--- config.mk ---
export PLATFORM = sky130hd
export DESIGN_NAME = convclk_gen
export DESIGN_NICKNAME = d
export VERILOG_FILES = /design/src/rtl/convclk_pkg.sv /design/src/rtl/convclk_src_sel.sv /design/src/rtl/convclk_divider.sv /design/src/rtl/convclk_legal.sv /design/src/rtl/convclk_gen.sv
export SDC_FILE = /design/constraint.sdc
export NUM_CORES = 1
export LEC_CHECK = 0
export CAP_MARGIN = 10
export CORE_AREA = 2 2 92 94
export DETAILED_ROUTE_END_ITERATION = 16
export DIE_AREA = 0 0 94 96
export GPL_ROUTABILITY_DRIVEN = 0
export PLACE_DENSITY = 0.37
export SYNTH_ARGS = -nofsm -noshare
export SYNTH_HDL_FRONTEND = slang
export SYNTH_SLANG_ARGS = --single-unit
--- constraint.sdc ---
create_clock -name clk -period 4.9 [get_ports clk]
set_clock_uncertainty 0.2 [all_clocks]
set_input_delay 1.225 -clock clk [delete_from_list [all_inputs] [get_ports clk]]
set_output_delay 1.225 -clock clk [all_outputs]
set_load 0.02 [all_outputs]
--- src/rtl/convclk_pkg.sv ---
package convclk_pkg;
  localparam int CNT_W  = 12;
  localparam int Q_W    = 4;
  localparam int ODIV_W = 2;
  localparam int RES_W  = 2;

  localparam int K_DIR_M0 = 130;
  localparam int K_DIR_M1 = 204;
  localparam int K_PLL_M0 = 2080;
  localparam int K_PLL_M1 = 3264;

  typedef enum logic [RES_W-1:0] {
    RES_8B  = 2'd0,
    RES_10B = 2'd1,
    RES_12B = 2'd2,
    RES_RSV = 2'd3
  } res_e;

  function automatic logic [CNT_W-1:0] osc_ratio(input logic [ODIV_W-1:0] code);
    return CNT_W'(1) << code;
  endfunction

  function automatic logic [CNT_W-1:0] ext_ratio(input logic pll, input logic mode,
                                                 input logic [Q_W-1:0] q);
    logic [CNT_W-1:0] qe;
    qe = (q == '0) ? CNT_W'(1) : CNT_W'(q);
    if (pll) return mode ? CNT_W'(K_PLL_M1) : CNT_W'(K_PLL_M0);
    return qe * (mode ? CNT_W'(K_DIR_M1) : CNT_W'(K_DIR_M0));
  endfunction

  function automatic logic res_ok(input logic [RES_W-1:0] res, input logic ext,
                                  input logic [ODIV_W-1:0] code);
    if (res == RES_RSV) return 1'b0;
    if (ext) return 1'b1;
    case (res)
      RES_10B: return code >= ODIV_W'(1);
      RES_12B: return code >= ODIV_W'(2);
      default: return 1'b1;
    endcase
  endfunction
endpackage

--- src/rtl/convclk_src_sel.sv ---
module convclk_src_sel (
  input  logic clk,
  input  logic rst_n,
  input  logic osc_tick,
  input  logic mclk_tick,
  input  logic pll_tick,
  input  logic pll_en,
  input  logic adc_on,
  input  logic dac_on,
  input  logic wrap_i,
  output logic src_ext_o,
  output logic tick_o
);
  logic want_ext;
  logic src_q;

  assign want_ext = adc_on | dac_on;

  always_ff @(posedge clk or negedge rst_n) begin
    if (!rst_n) src_q <= 1'b0;
    else if (wrap_i) src_q <= want_ext;
  end

  always_comb begin
    if (src_q) tick_o = pll_en ? pll_tick : mclk_tick;
    else       tick_o = osc_tick;
  end

  assign src_ext_o = src_q;

  AST_SRC_HOLD: assert property (@(posedge clk) disable iff (!rst_n)
    !wrap_i |=> $stable(src_q));
  AST_SRC_TAKE: assert property (@(posedge clk) disable iff (!rst_n)
    wrap_i |=> src_q == $past(want_ext));
endmodule

--- src/rtl/convclk_divider.sv ---
module convclk_divider #(
  parameter int CNT_W = 12
) (
  input  logic             clk,
  input  logic             rst_n,
  input  logic             tick_i,
  input  logic [CNT_W-1:0] ratio_i,
  output logic             wrap_o,
  output logic             stb_o
);
  logic [CNT_W-1:0] cnt_q;
  logic             stb_q;

  assign wrap_o = tick_i && (cnt_q >= ratio_i - CNT_W'(1));

  always_ff @(posedge clk or negedge rst_n) begin
    if (!rst_n) begin
      cnt_q <= '0;
      stb_q <= 1'b0;
    end else begin
      stb_q <= wrap_o;
      if (wrap_o)      cnt_q <= '0;
      else if (tick_i) cnt_q <= cnt_q + CNT_W'(1);
    end
  end

  assign stb_o = stb_q;

  AST_STB_AFTER_TICK: assert property (@(posedge clk) disable iff (!rst_n)
    stb_q |-> $past(tick_i));
  AST_CNT_IDLE_NO_TICK: assert property (@(posedge clk) disable iff (!rst_n)
    !tick_i |=> $stable(cnt_q));
endmodule

--- src/rtl/convclk_legal.sv ---
module convclk_legal
  import convclk_pkg::*;
(
  input  logic              clk,
  input  logic              rst_n,
  input  logic [RES_W-1:0]  res_i,
  input  logic              ext_i,
  input  logic [ODIV_W-1:0] code_i,
  output logic              err_o
);
  logic err_q;

  always_ff @(posedge clk or negedge rst_n) begin
    if (!rst_n) err_q <= 1'b0;
    else        err_q <= !res_ok(res_i, ext_i, code_i);
  end

  assign err_o = err_q;

  AST_RSV_FLAGGED: assert property (@(posedge clk) disable iff (!rst_n)
    res_i == RES_RSV |=> err_q);
  AST_8BIT_CLEAN: assert property (@(posedge clk) disable iff (!rst_n)
    res_i == RES_8B |=> !err_q);
endmodule

--- src/rtl/convclk_gen.sv ---
module convclk_gen
  import convclk_pkg::*;
(
  input  logic              clk,
  input  logic              rst_n,
  input  logic              osc_tick,
  input  logic              mclk_tick,
  input  logic              pll_tick,
  input  logic              pll_en,
  input  logic              audio_adc_on,
  input  logic              audio_dac_on,
  input  logic [ODIV_W-1:0] osc_div,
  input  logic [RES_W-1:0]  res_sel,
  input  logic              ext_mode,
  input  logic [Q_W-1:0]    q_div,
  output logic              conv_stb,
  output logic              src_ext,
  output logic              res_err
);
  logic             sel_tick;
  logic             wrap_evt;
  logic [CNT_W-1:0] ratio;

  convclk_src_sel u_sel (
    .clk(clk), .rst_n(rst_n), .osc_tick(osc_tick), .mclk_tick(mclk_tick),
    .pll_tick(pll_tick), .pll_en(pll_en), .adc_on(audio_adc_on),
    .dac_on(audio_dac_on), .wrap_i(wrap_evt), .src_ext_o(src_ext),
    .tick_o(sel_tick)
  );

  assign ratio = src_ext ? ext_ratio(pll_en, ext_mode, q_div) : osc_ratio(osc_div);

  convclk_divider #(.CNT_W(CNT_W)) u_div (
    .clk(clk), .rst_n(rst_n), .tick_i(sel_tick), .ratio_i(ratio),
    .wrap_o(wrap_evt), .stb_o(conv_stb)
  );

  convclk_legal u_leg (
    .clk(clk), .rst_n(rst_n), .res_i(res_sel), .ext_i(src_ext),
    .code_i(osc_div), .err_o(res_err)
  );

  AST_STB_NEEDS_WRAP: assert property (@(posedge clk) disable iff (!rst_n)
    conv_stb |-> $past(wrap_evt));
endmodule

; Yosys cells after proc, flatten, opt, wreduce, memory -nomap -nowiden
; Cells that the tools add are included.
[totals]
out_inout_bits = 3
register_bits = 15
in_bits = 17
wordCells = 38
[op_classes]
mul = 1
n_bitwise = 1
shift = 1
mux = 19
reduce_logical = 4
eq_ne = 3
addsub = 2
order_cmp = 3
[op_table]
columns = op, n
row1 = 12-bit 2-to-1 mux, 5
row2 = 12-bit by 1-bit adder with 12-bit output (second input constant), 1
row3 = 12-bit greater-or-equal comparator, 1
row4 = 4-bit by 8-bit multiplier with 12-bit output, 1
row5 = 1-bit by 2-bit left shift with 12-bit output (first input constant), 1
row6 = 12-bit by 1-bit subtractor with 12-bit output (second input constant), 1
row7 = 11-bit 2-to-1 mux, 1
row8 = 1-bit 2-to-1 mux, 10
row9 = 7-bit 2-to-1 mux, 1
row10 = 2-bit equality test (second input constant), 2
row11 = 4-bit logical NOT, 1
row12 = 4-bit 2-to-1 mux, 1
row13 = 2-bit by 1-bit equality test with 1-bit output (second input constant), 1
row14 = 2-bit by 1-bit greater-or-equal comparator with 1-bit output (second input constant), 1
row15 = 2-bit greater-or-equal comparator (second input constant), 1
row16 = 1-bit case mux with 2 select lines, 1
row17 = 2-bit nonzero test, 1
row18 = 1-bit logical AND, 1
row19 = 1-bit logical NOT, 1
row20 = 1-bit OR, 1

; Depth between registers and ports, before layout
; Gate-level depths: netlist of the first run.
[depth]
ltp_word = 9
mapped_depth = 22

; Modules after synthesis
; From an unflattened synthesis of the first run, not the netlist that was laid out.
[unflattened]
cells_unflattened = 230
area_unflattened_um2 = 1910.6
[modules_own_cells]
columns = mod, area_per_inst_um2, instances, cells_per_inst, seq_area_each_um2
row1 = convclk_divider, 1037.2, 1, 117, 325.3
row2 = convclk_gen, 719.4, 1, 97, 0.0
row3 = convclk_legal, 97.6, 1, 9, 25.0
row4 = convclk_src_sel, 56.3, 1, 7, 25.0

; Least setup slack after synthesis of the first run
; Ideal clock, no wire load.
[synth_timing]
path_kind = input -> register
start = input port ext_mode
end = register u_div.cnt_q[4]
cell_stages = 20
setup_time_ps = 121
slack_ps = -345
t_arrival_ps = 4924
path_buffers = 2
t_required_ps = 4579
cell_sequence = buf_4 > and2_1 > a21o_1 > ha_1 > ha_1 > fa_1 > nand3_1 > nand3_1 > nor2b_1 > o31ai_4 > nand3b_4 > a211oi_2 > xor2_1 > ha_1 > and4_1 > o21ai_0 > o21ai_2 > buf_2 > o21ai_1 > a22o_1
[synth_between]
elab_chain_len = 8
word_cells_on_any_way = 11
classes_between = 1 x add/sub / 1 x mul / 1 x order compare / 6 x mux / 2 x reduce/logical
[synth_rtl]
columns = element, line
row1 = from (decl), convclk_gen.sv:14  ; input logic ext_mode,
row2 = 7-bit 2-to-1 mux / 11-bit 2-to-1 mux (equally long branches), "convclk_pkg.sv:28, convclk_pkg.sv:27"
row3 = 4-bit by 8-bit multiplier with 12-bit output / 12-bit 2-to-1 mux (equally long branches), "convclk_pkg.sv:28, convclk_pkg.sv:27"
row4 = 12-bit 2-to-1 mux (*), convclk_pkg.sv:28  ; return qe * (mode ? CNT_W'(K_DIR_M1) : CNT_W'(K_DIR_M0));
row5 = 12-bit 2-to-1 mux (*), convclk_gen.sv:31  ; assign ratio = src_ext ? ext_ratio(pll_en, ext_mode, q_div) : osc_ratio(osc_div);
row6 = 12-bit by 1-bit subtractor with 12-bit output (*), convclk_divider.sv:14  ; assign wrap_o = tick_i && (cnt_q >= ratio_i - CNT_W'(1));
row7 = 12-bit greater-or-equal comparator (*), convclk_divider.sv:14
row8 = 1-bit logical AND (*), convclk_divider.sv:14
row9 = 12-bit 2-to-1 mux / 2-bit nonzero test (equally long branches), --
row10 = to (signal assigned), convclk_divider.sv:23  ; else if (tick_i) cnt_q <= cnt_q + CNT_W'(1);
row11 = to (decl), convclk_divider.sv:11  ; logic [CNT_W-1:0] cnt_q;
; Every way passes the cells marked *; elsewhere a longest branch is shown, timed or not. The select of a mux whose other input is x is not followed.
; A chain may end at the register's enable or synchronous reset.

; Worst setup path in the final report of the first run
[layout_timing]
start = input port q_div[3]
end = register u_div.cnt_q[0]
[layout_between]
elab_chain_len = 9
word_cells_on_any_way = 10
classes_between = 1 x add/sub / 1 x mul / 1 x order compare / 4 x mux / 3 x reduce/logical
[layout_rtl]
columns = element, line
row1 = from (decl), convclk_gen.sv:15  ; input logic [Q_W-1:0] q_div,
row2 = 4-bit logical NOT, convclk_pkg.sv:26  ; qe = (q == '0) ? CNT_W'(1) : CNT_W'(q);
row3 = 4-bit 2-to-1 mux (*), convclk_pkg.sv:26
row4 = 4-bit by 8-bit multiplier with 12-bit output (*), convclk_pkg.sv:28
row5 = 12-bit 2-to-1 mux (*), convclk_pkg.sv:28
row6 = 12-bit 2-to-1 mux (*), convclk_gen.sv:31
row7 = 12-bit by 1-bit subtractor with 12-bit output (*), convclk_divider.sv:14
row8 = 12-bit greater-or-equal comparator (*), convclk_divider.sv:14
row9 = 1-bit logical AND (*), convclk_divider.sv:14
row10 = 12-bit 2-to-1 mux / 2-bit nonzero test (equally long branches), --
; Every way passes the cells marked *; elsewhere a longest branch is shown, timed or not.

==> summary.md, run 1 <==
| Metric | Value |
|---|---|
| Final wirelength | 5.20 mm |
| Clock group share of total power | 10.3% |
| Largest net degree at the start of global routing | 19 |
| Register clock-pin slew on the reported worst setup and hold paths | roughly 70 ps |
| Seq pwr share | 18.4% |
| Max_cap viols | 0 |
| Gr ovfl total | 0 |
| Min Tclk post-route | 4820 ps |
| Seq/Total Area, Yosys | 19.0% |
| Die Wd | 94 µm |
| CP peak stage delay | 420 ps |
| Critical Path Source Type | input port |
| Worst-skew pair later-pin latency | 250 ps |
| Setup TNS | 0 ps |
| FMAX | 208 MHz |
| Vias | 1806 |
| Met2 WL | 2.37 mm |
| Row count | 33 |
| Crit path max-delay family | adder cells |
| Net Sw Frac | 42.4% |
| IO buf count | 19 |
| Logic pwr share | 71.3% |
| First-pass GRT wire length | ~8.5 mm |
| Via density | between 4 and 5 |
| Io pins | 20 |
| Share of layout cells above drive strength 1 | 33.7% |
| Initial Utilization | 24.5% |
| Tcrit/Tclk final | 98.3% |
| Slew @ Worst Pin | ~770 ps |
| Post-DP HPWL | roughly 4.2 mm |
| CP Capture Type | flop |
| Final hold violations | 0 |
| CTS tree | yes |
| Yosys cell types | 54 |
| Worst Path Max Fanout | 7 |
| Final setup fails | 0 |
| Int Pwr | 0.000597 W |
| Cells after synthesis | 230 |
| Status | finished, final reports clean |
| Commonest non-fill, non-tap cell in the layout | buf_4 |
| Max clock buf depth | 2 |
| Crit path buf inv count | 4 |
| RSZ-0062 raised after global routing | yes |
| Peak supply drop | 0.000144 V |
| Critical path arrival | 4760 ps |
| N_diodes | 0 |
| Yosys warnings | 0 |
| Syn Area/Cell | 8.59 µm² |
| Number of nets in the layout | 335 |
| GRT Total Usage | 11.8% |
| # DRC | 0 |
| Initial antenna violation count | 0 |
| Routed wl met3 | 114 µm |
| CTS H-Tree Depth | 1 |
| Worst min path class | reg2reg |
| Seq cells post-synth | 15 |
| WL met1 | 2.72 mm |
| Power per standard cell area | 355 nW/µm² |
| Chip Height | between 90 and 100 µm |
| Die area | 9020 µm² |
| Worst rel slew slack | between 40 and 50% |
| CP Data Required Time | slightly below 5000 ps |
| Worst Path Class, Setup | in2reg |
| Critical-path top delay cell | fa_2 |
| Most frequent cells in the layout | buf_4, ha_1, a21o_1, dfrtp_1 |
| Number of global-route vias before repair | 1713 |
| DR pass1 iterations | 4 |
| Slew Limit Fails | 0 |
| Core area | slightly above 8000 µm² |
| Wirelength per Cell | about 13 µm |
| Critical Path, Cell by Cell | clkdlybuf4s15_2 > a21o_1 > ha_4 > ha_4 > fa_2 > buf_4 > o311ai_2 > buf_4 > nand4_1 > a21oi_1 > xnor2_1 > ha_1 > and4_1 > o21ai_1 > o21ai_4 > buf_12 > nor2_4 > mux2_4 |
| P_leak | between 1 and 1.5 nW |
| NetSw | 0.000439 W |
| Top sig layer | met3 |
| Final-layout fill cell count | 827 |
| Number of DRC markers in iteration 0 | 26 |
| CTS Buf Count | 3 |
| End-of-flow core utilization | a little over a third |
| Clock root cell | clkbuf_8 |
| Layout area overhead | 47.6% |
| Detail Route Antenna Nets | 0 |
| Synth Cell Area | 1980 µm² |
| CTS Sinks | 15 |
==> sequential cells by signal, indices dropped and copies added, names as in the netlist <==
signal and flops:
u_div.cnt_q 12, u_div.stb_o 1, u_leg.err_o 1, u_sel.src_ext_o 1
==> cell usage after synthesis, drive strengths merged <==
cell type  instances  area (µm²)
a211oi             4        40.0
a21boi             1        7.51
a21o              15         113
a21oi             13        72.6
a22o               4        35.0
a22oi              1        7.51
a31oi              1        6.26
a32oi              1        8.76
and2               4        25.0
and3               5        31.3
and4               4        36.3
buf                5        33.8
clkbuf             6        22.5
conb               1        3.75
dfrtp             15         375
fa                 1        20.0
ha                34         425
inv                9        33.8
mux2               1        11.3
mux2i              2        20.0
nand2             14        52.6
nand2b             4        25.0
nand3              7        35.0
nand3b             3        35.0
nand4              1        6.26
nor2              17        68.8
nor2b              5        33.8
nor3               4        20.0
nor3b              2        20.0
nor4               1        21.3
o21ai             17        88.8
o21bai             1        7.51
o22ai              1        6.26
o2bb2ai            1        8.76
o311ai             1        8.76
o31ai              3        36.3
or2                1        6.26
or3                3        18.8
or4                1        7.51
xnor2              8        70.1
xor2               8        70.1
==> power by group through the flow <==
| stage | clock, W | combinational (W) | sequential, W |
|---|---|---|---|
| finish | 0.000107 | 0.000738 | 0.000190 |
| global route | 0.000116 | 0.000823 | 0.000198 |
| CTS | 0.000109 | 0.000718 | 0.000193 |
| detailed placement | 0 | 0.000632 | 0.000195 |
| global placement | 0 | 0.000636 | 0.000196 |
| floorplan | 0 | 0.000424 | 0.000188 |
==> final timing paths <==
| kind | startpoint | endpoint | slack (ps) | cells after the start |
|---|---|---|---|---|
| max in group asynchronous | rst_n | u_div.cnt_q[9] | 2800 | 1 |
| min | u_div.cnt_q[11] | u_div.cnt_q[11] | 360 | 2 |
| max | q_div[3] | u_div.cnt_q[0] | 80 | 18 |
| max reg2reg | u_sel.src_ext_o | u_sel.src_ext_o | 1370 | 17 |
| min reg2reg | u_div.cnt_q[11] | u_div.cnt_q[11] | 360 | 2 |
| min in group asynchronous | rst_n | u_div.cnt_q[1] | 1220 | 1 |
==> routing by layer <==
layer	GRT usage, %	vias up
met5	0	-
met4	1.45	0
met3	2.04	0
met2	18.9	19
met1	17.1	851
li1	-	936
==> area by class of cell <==
type                            instances  area, µm²  share of cell area (%)
Inverter                                9       33.8                    1.16
Clock buffer                            4       45.0                    1.55
Tap cell                              105        131                    4.51
Multi-Input combinational cell        196       1810                    62.1
Sequential cell                        15        375                    12.9
Timing Repair Buffer                   58        520                    17.9
==> worst min-delay path, cell delays in order (launching register included) <==
cell and delay [ps]:
dfrtp_1 380, xor2_1 70, nor2_1 70
==> kinds of logic (layout without fill, tap and decap cells) <==
kind of cell,count (synthesis),count (layout),synth area share (%)
buf+inv,20,71,4.56
simple gates,76,76,22.4
fa+ha+maj,35,35,22.5
xor+xnor,16,16,7.09
compound gates,64,64,22.6
flops,15,15,19.0
mux,3,3,1.58
other cells,1,2,0.190
==> per-stage QoR <==
step	instance area (µm²)	setup slack, ps	total power [W]	std cells	hold slack (ps)
CTS	2840	2.00	0.00102	386	364
global placement	2570	-903	0.000832	376	340
finish	2920	84.7	0.00104	387	360
global route	2920	-85.3	0.00114	387	384
floorplan	2060	-20.8	0.000612	231	303
detailed placement	2570	-864	0.000827	376	348
==> what timing repair did <==
action                                  in CTS  in global routing
hold endpoints to repair                     0                  0
pin swaps                                   27                 21
endpoints found under the setup margin      14                 14
buffers inserted                             5                  1
gates resized for setup                     47                 15
gates cloned                                 1                  0
hold buffers                                 0                  0
Note: power is estimated with default switching activity, not from simulation.
==> inputs of run 2 (changes only) <==
--- a/config.mk
+++ b/config.mk
@@ -6,11 +6,12 @@
 export NUM_CORES = 1
 export LEC_CHECK = 0
 export CAP_MARGIN = 10
-export CORE_AREA = 2 2 92 94
+export CORE_AREA = 2 2 66 68
 export DETAILED_ROUTE_END_ITERATION = 16
-export DIE_AREA = 0 0 94 96
+export DIE_AREA = 0 0 68 70
 export GPL_ROUTABILITY_DRIVEN = 0
-export PLACE_DENSITY = 0.37
+export PLACE_DENSITY = 0.66
+export SETUP_SLACK_MARGIN = 0.02
 export SYNTH_ARGS = -nofsm -noshare
 export SYNTH_HDL_FRONTEND = slang
 export SYNTH_SLANG_ARGS = --single-unit
==> run 2 against run 1 <==
Compared with the run above:
- clock-buffer cell count is 1 lower
- setup slack worse by 48 ps
- worst hold slack better by 7.3 ps
- combinational power is 1% higher
- sequential share of layout area is 0.36 points higher
- power is 0.27% higher
- register-to-register slack hardly changed
- fmax is 0.99% lower
- via count is 0.11% higher
- critical endpoint unchanged
==> summary.md, run 2 (same netlist as run 1, synthesis figures left out) <==
| Metric | Value |
|---|---|
| Post-DP HPWL | 3.57 mm (-14%) |
| Commonest non-fill, non-tap cell in the layout | buf_4 |
| IO buf count | 19 (unchanged) |
| GRT Total Usage | 20.6% (+8.8 points) |
| Most flop-heavy register | u_div.cnt_q |
| Number of global-route vias before repair | 1730 (+0.99%) |
| Crit path max-delay family | adder cells |
| Net Sw Frac | 42.8% (+0.48 points) |
| NetSw | 0.000445 W (+1.4%) |
| Number of DRC markers in iteration 0 | 112 (+330%) |
| CP Data Required Time | 4840 ps (about the same) |
| Area of the multi-input gates | 1840 µm² (+1.9%) |
| Largest net degree at the start of global routing | 20 (+1) |
| Seq pwr share | 18.1% (-0.3 points) |
| DR pass1 iterations | 4 (unchanged) |
| Power per standard cell area | 366 nW/µm² (+3.1%) |
| Slew Limit Fails | 0 (unchanged) |
| Post-cts hold buffer count | 0 (unchanged) |
| Cell count along the critical path | 19 (+1) |
| CP Capture Type | flop |
| Share of layout cells above drive strength 1 | 36.2% (+2.5 points) |
| Die Wd | 68 µm (-28%) |
| Number of nets in the layout | 332 (-0.90%) |
| # DRC | 0 (unchanged) |
| Wirelength per Cell | 14.7 µm (+9.6%) |
| Worst Path Max Fanout | 7 (unchanged) |
| Reg2Reg Depth | 17 (unchanged) |
| Hold endpoint | u_div.cnt_q[11] |
| Max_cap viols | 0 (unchanged) |
| Placement Setup Slack | -739 ps (+125 ps) |
| Initial antenna violation count | 0 (unchanged) |
| RR Endpoint | u_div.cnt_q[0] |
| Worst r2r src | u_sel.src_ext_o |
| Peak supply drop | 0.000138 V (-4.0%) |
| Final wirelength | 4.88 mm (-6.2%) |
| FMAX | 206 MHz (-0.99%) |
| Vias | 1808 (+0.11%) |
| First-pass GRT wire length | 7.69 mm (-9.2%) |
| Worst rel slew slack | 55.7% (+7.0 points) |
| CP peak stage delay | 450 ps (+30 ps) |
| Critical path arrival | 4800 ps (+40 ps) |
| Final hold slack | 367 ps (+7.26 ps) |
| Critical-path top delay cell | fa_2 |
| Chip Height | 70 µm (-27%) |
| Most frequent cells in the layout | buf_4, ha_1, a21o_1, dfrtp_1 |
| Tcrit/Tclk final | 99.3% (+0.98 points) |
| Critical Path, Cell by Cell | buf_8 > and2_4 > a21o_1 > ha_4 > ha_4 > fa_2 > a211oi_2 > and3_4 > a32oi_2 > nand3b_4 > a211oi_2 > xor2_1 > ha_1 > and4_1 > o21ai_2 > o21ai_2 > buf_6 > nor2_4 > mux2_4 |
| Final setup fails | 0 (unchanged) |
| Register clock-pin slew on the reported worst setup and hold paths | 60 ps (about the same) |
| Logic pwr share | 72.2% (+0.9 points) |
| Core area | 4140 µm² (-49%) |
| Int Pwr | 0.000594 W (-0.56%) |
| Register area | 375 µm² (unchanged) |
| Die area | 4760 µm² (-47%) |
| Detail Route Antenna Nets | 0 (unchanged) |
| Row count | 24 (-27%) |
| Final-layout fill cell count | 331 (-60%) |
| CTS tree | yes |
| Layout area overhead | 43.6% |
| CTS Sinks | 15 (unchanged) |
| Internal reg-to-reg setup slack | 1380 ps (about the same) |
| Clock group share of total power | 9.8% (-0.5 points) |
| Io pins | 20 (unchanged) |
| Hold path cells | 2 (unchanged) |
| Crit path buf inv count | 2 (-2) |
| Clock root cell | clkbuf_8 |
| RSZ-0062 raised after global routing | yes |
| Worst min path class | reg2reg |
| Min Tclk post-route | 4860 ps (+48.0 ps) |
| Placed cell count | 319 (-15%) |
| Gr ovfl total | 0 (unchanged) |
| Setup TNS | 0 ps (unchanged) |
| Worst Path Class, Setup | in2reg |
| Max clock buf depth | 2 (unchanged) |
| Final hold violations | 0 (unchanged) |
| Worst Min Path Start | u_div.cnt_q[11] |
| P_leak | 1.37 nW (-0.87%) |
| Slew @ Worst Pin | 663 ps (-105 ps) |
| Setup WS post-layout | 36.6 ps (-48.0 ps) |
| Critical Path Source Type | input port |
| Layout Cells excl Fill | 331 (-14%) |
| Status | finished, final reports clean |
| Largest register FFs | 12 (unchanged) |
| CTS H-Tree Depth | 1 (unchanged) |
| Initial Utilization | 47.7% (+23 points) |
| N_diodes | 0 (unchanged) |
| CTS Buf Count | 3 (unchanged) |
| Worst-skew pair later-pin latency | 250 ps (about the same) |
| Via density | 5.46 (+17%) |
==> run 2: cell count changes in the layout (fill, tap and decap cells not counted), moves of 2 or more <==
cell     delta
a21oi_1     -3
a21oi_2     +3
buf_4       -3
ha_4        -2
nor2_2      +2
nor2_4      -2
==> run 2: metal layers <==
metal / wire, µm / GRT usage, %
met3: 100 / 0.966
met1: 2030 / 25.6
met5: 0 / 0
met4: 152 / 6.67
met2: 2590 / 37.0
==> run 2: worst reg2reg max path, stage by stage (launching register included) <==
cell,delay [ps]
dfrtp_1,390
buf_4,270
nor2_1,90
a21oi_1,170
ha_1,160
inv_1,80
nor4_4,350
buf_4,170
nand4_1,110
a21oi_2,140
xnor2_1,80
ha_1,290
and4_1,210
o21ai_2,60
o21ai_2,180
buf_6,160
nor2_4,50
mux2_4,260
==> run 2: layout make-up <==
| cell class | count | area share (%) |
|---|---|---|
| Multi-Input combinational cell | 196 | 65.0 |
| Sequential cell | 15 | 13.2 |
| Inverter | 9 | 1.28 |
| Clock inverter | 1 | 0.176 |
| Clock buffer | 3 | 1.46 |
| Tap cell | 52 | 2.29 |
| Timing Repair Buffer | 55 | 16.6 |
==> run 2: worst max path at each step <==
stage / slack, ps / end / start
after floorplan: -20 / u_div.cnt_q[4] / ext_mode
after global placement: -690 / u_div.cnt_q[1] / q_div[2]
after detailed placement: -740 / u_div.cnt_q[1] / ext_mode
after CTS: 20 / u_div.cnt_q[0] / ext_mode
after global routing: -110 / u_div.cnt_q[0] / ext_mode
final: 40 / u_div.cnt_q[0] / ext_mode
==> run 2: what timing repair did <==
item / in CTS / in global routing
pin swaps: 15 / 30
buffers inserted: 1 / 7
setup endpoints to repair: 14 / 14
resized for setup: 33 / 41
==> run 2: power groups by stage <==
stage	clock network [W]	logic, W	registers (W)
finish	0.000101	0.000749	0.000188
global placement	0	0.000598	0.000188
detailed placement	0	0.000613	0.000188
global route	0.000109	0.000825	0.000194
floorplan	0	0.000424	0.000188
CTS	0.000103	0.000664	0.000187
==> run 2: per-stage QoR <==
| step | area (µm²) | power, W | util (%) |
|---|---|---|---|
| finish | 2840 | 0.00104 | 68.4 |
| global route | 2840 | 0.00113 | 68.4 |
| CTS | 2600 | 0.000954 | 62.7 |
| detailed placement | 2460 | 0.000802 | 59.3 |
| global placement | 2460 | 0.000786 | 59.3 |
| floorplan | 2060 | 0.000613 | - |
==> inputs of run 3 (changes only) <==
--- a/config.mk
+++ b/config.mk
@@ -10,8 +10,9 @@
 export DETAILED_ROUTE_END_ITERATION = 16
 export DIE_AREA = 0 0 68 70
 export GPL_ROUTABILITY_DRIVEN = 0
-export PLACE_DENSITY = 0.66
+export PLACE_DENSITY = 0.78
 export SETUP_SLACK_MARGIN = 0.02
 export SYNTH_ARGS = -nofsm -noshare
 export SYNTH_HDL_FRONTEND = slang
 export SYNTH_SLANG_ARGS = --single-unit
+export TNS_END_PERCENT = 20
==> run 3 against run 2 <==
Compared with the run above:
- the run now ends with setup timing left
- fmax down 0.99%
- clock-buffer cell count up 1
- power up 3.0%
- sequential power about the same
- routed wire length down 0.35%
- setup slack worse by 48 ps
- highest routed layer unchanged
==> summary.md, run 3 (same netlist as run 1, synthesis figures left out) <==
| Metric | Value |
|---|---|
| Status | finished with violations |
| Failing checks | setup timing |
| CTS Sinks | 15 (unchanged) |
| Number of nets in the layout | 332 (unchanged) |
| M1 GR Usage | 24.1% (-1.5 points) |
| Final wirelength | 4.86 mm (-0.35%) |
| Max_cap viols | 0 (unchanged) |
| Final setup fails | 3 (+3) |
| CTS H-Tree Depth | 1 (unchanged) |
| Slew @ Worst Pin | 853 ps (+191 ps) |
| CP peak stage delay | 300 ps (-150 ps) |
| Net Sw Frac | 43.6% (+0.75 points) |
| Tcrit/Tclk final | 100% (+0.99 points) |
| Die Wd | 68 µm (unchanged) |
| DR pass1 iterations | 4 (unchanged) |
| Number of DRC markers in iteration 0 | 163 (+46%) |
| Peak supply drop | 0.000158 V (+15%) |
| Area of the multi-input gates | 1880 µm² (+2.0%) |
| Most Used Layer, Global Route | met2 |
| Critical Path Source Type | input port |
| Setup WS post-layout | -11.8 ps (-48.5 ps) |
| Share of layout cells above drive strength 1 | 36.6% (+0.36 points) |
| Largest net degree at the start of global routing | 20 (unchanged) |
| Critical Path, Cell by Cell | buf_6 > and2_4 > a21o_1 > ha_4 > ha_4 > ha_1 > a21o_1 > a21oi_4 > xnor2_4 > o31ai_4 > nand3b_4 > buf_6 > xnor2_1 > ha_1 > a21o_1 > a21o_1 > a21oi_4 > o21ai_4 > buf_6 > o21ai_2 > a22o_1 |
| Slew Limit Fails | 0 (unchanged) |
| CTS tree | yes |
| P_leak | 1.36 nW (-0.25%) |
| Final hold violations | 0 (unchanged) |
| Detail Route Antenna Nets | 0 (unchanged) |
| Worst Path Max Fanout | 5 (-2) |
| Logic pwr share | 72.9% (+0.7 points) |
| Post-DP HPWL | 3.42 mm (-4.3%) |
| Seq pwr share | 17.5% (-0.6 points) |
| Clock group share of total power | 9.5% (-0.3 points) |
| Area after DPL | 2460 µm² (unchanged) |
| Most flop-heavy register | u_div.cnt_q |
| Register area | 375 µm² (unchanged) |
| Worst Path Class, Setup | in2reg |
| Most frequent cells in the layout | buf_4, ha_1, a21o_1, clkdlybuf4s50_1, dfrtp_1 |
| Worst min path class | reg2reg |
| CP Capture Type | flop |
| Layout area overhead | 44.5% |
| Largest register FFs | 12 (unchanged) |
| First-pass GRT wire length | 7.41 mm (-3.7%) |
| Vias | 1827 (+1.1%) |
| Most frequent CP cell | a21o_1 |
| Commonest non-fill, non-tap cell in the layout | buf_4 |
| GRT Total Usage | 19.9% (-0.75 points) |
| Critical-path top delay cell | o31ai_4 |
| FMAX | 204 MHz (-0.99%) |
| End-of-flow core utilization | 68.9% (+0.45 points) |
| Chip Height | 70 µm (unchanged) |
| Via density | 5.52 (+1.1%) |
| Overall power | 0.00107 W (+3.0%) |
| Register clock-pin slew on the reported worst setup and hold paths | 60 ps (about the same) |
| Power per standard cell area | 375 nW/µm² (+2.3%) |
| Worst-skew pair later-pin latency | 250 ps (about the same) |
| # DRC | 0 (unchanged) |
| CTS Buf Count | 3 (unchanged) |
| Worst rel slew slack | 43.1% (-13 points) |
| Clock root cell | clkbuf_8 |
| Row count | 24 (unchanged) |
| Met2 Use GR | 36.1% (-0.86 points) |
| Int Pwr | 0.000604 W (+1.7%) |
| Number of global-route vias before repair | 1688 (-2.4%) |
| Routing usage on met3 | 0% (-0.97 points) |
| Core area | 4140 µm² (unchanged) |
| Max clock buf depth | 2 (unchanged) |
| Gr ovfl total | 0 (unchanged) |
| RSZ-0062 raised after global routing | yes |
| Min Tclk post-route | 4910 ps (+48.5 ps) |
| Io pins | 20 (unchanged) |
| Critical path arrival | 4910 ps (+110 ps) |
| IO buf count | 19 (unchanged) |
| CP Data Required Time | 4900 ps (+60 ps) |
| Die area | 4760 µm² (unchanged) |
| Wirelength per Cell | 14.7 µm (-0.35%) |
| Placement Setup Slack | -734 ps (+4.64 ps) |
| Initial antenna violation count | 0 (unchanged) |
| Design area | 2860 µm² (+0.66%) |
| NetSw | 0.000466 W (+4.8%) |
| N_diodes | 0 (unchanged) |
| Initial Utilization | 47.7% (unchanged) |
| Final-layout fill cell count | 310 (-6.3%) |
run 3: worst paths after layout:
check | startpoint | to | slack, ps | cells after the start
worst max-delay path | ext_mode | u_div.cnt_q[2] | -10 | 21
max in group asynchronous | rst_n | u_div.cnt_q[8] | 2910 | 1
min in group asynchronous | rst_n | u_div.cnt_q[3] | 1170 | 1
worst min-delay path | u_div.cnt_q[11] | u_div.cnt_q[11] | 370 | 2
worst max register to register | u_sel.src_ext_o | u_div.cnt_q[2] | 1360 | 16
worst min register to register | u_div.cnt_q[11] | u_div.cnt_q[11] | 370 | 2
run 3: critical path: cells and delay by family:
kind / cells / cell delay (ps)
AOI/OAI and AO/OA: 10 / 1820
xor gates and xnor gates: 2 / 250
adders and majority gates: 4 / 970
buffers and inverters: 3 / 360
and+or+nand+nor: 2 / 270
run 3: timing repair:
action,CTS,global route
gates resized for setup,39,39
hold buffers,0,0
setup buffers,2,5
endpoints found under the setup margin,14,14
gates cloned,1,0
pin swaps,24,28
run 3: per-layer routing:
| metal | wire [µm] | part of all wire, % |
|---|---|---|
| met1 | 2100 | 43 |
| met5 | 0 | 0 |
| met2 | 2600 | 53 |
| met3 | 56 | 1.2 |
| met4 | 104 | 2.1 |
run 3: power by group through the flow:
stage          sequential, W  clock (W)  combinational [W]
2_1_floorplan       0.000188          0           0.000424
3_3_place_gp        0.000187          0           0.000590
3_5_place_dp        0.000189          0           0.000603
4_1_cts             0.000187   0.000104           0.000684
5_1_grt             0.000192   0.000110           0.000858
6_report            0.000188   0.000102           0.000780
run 3: area by class of cell:
type	count	area share (%)
Sequential cell	15	13.1
Tap cell	52	2.28
Inverter	9	1.18
Clock buffer	4	1.58
Timing Repair Buffer	54	16.0
Multi-Input combinational cell	197	65.8
run 3: stage by stage:
step | TNS (ps) | std cells | hold slack (ps)
6_report | -14.7 | 331 | 367
5_1_grt | -993 | 331 | 392
4_1_cts | 0 | 326 | 371
3_5_place_dp | -9460 | 319 | 359
3_3_place_gp | -8470 | 319 | 339
2_1_floorplan | -25.1 | 231 | 303
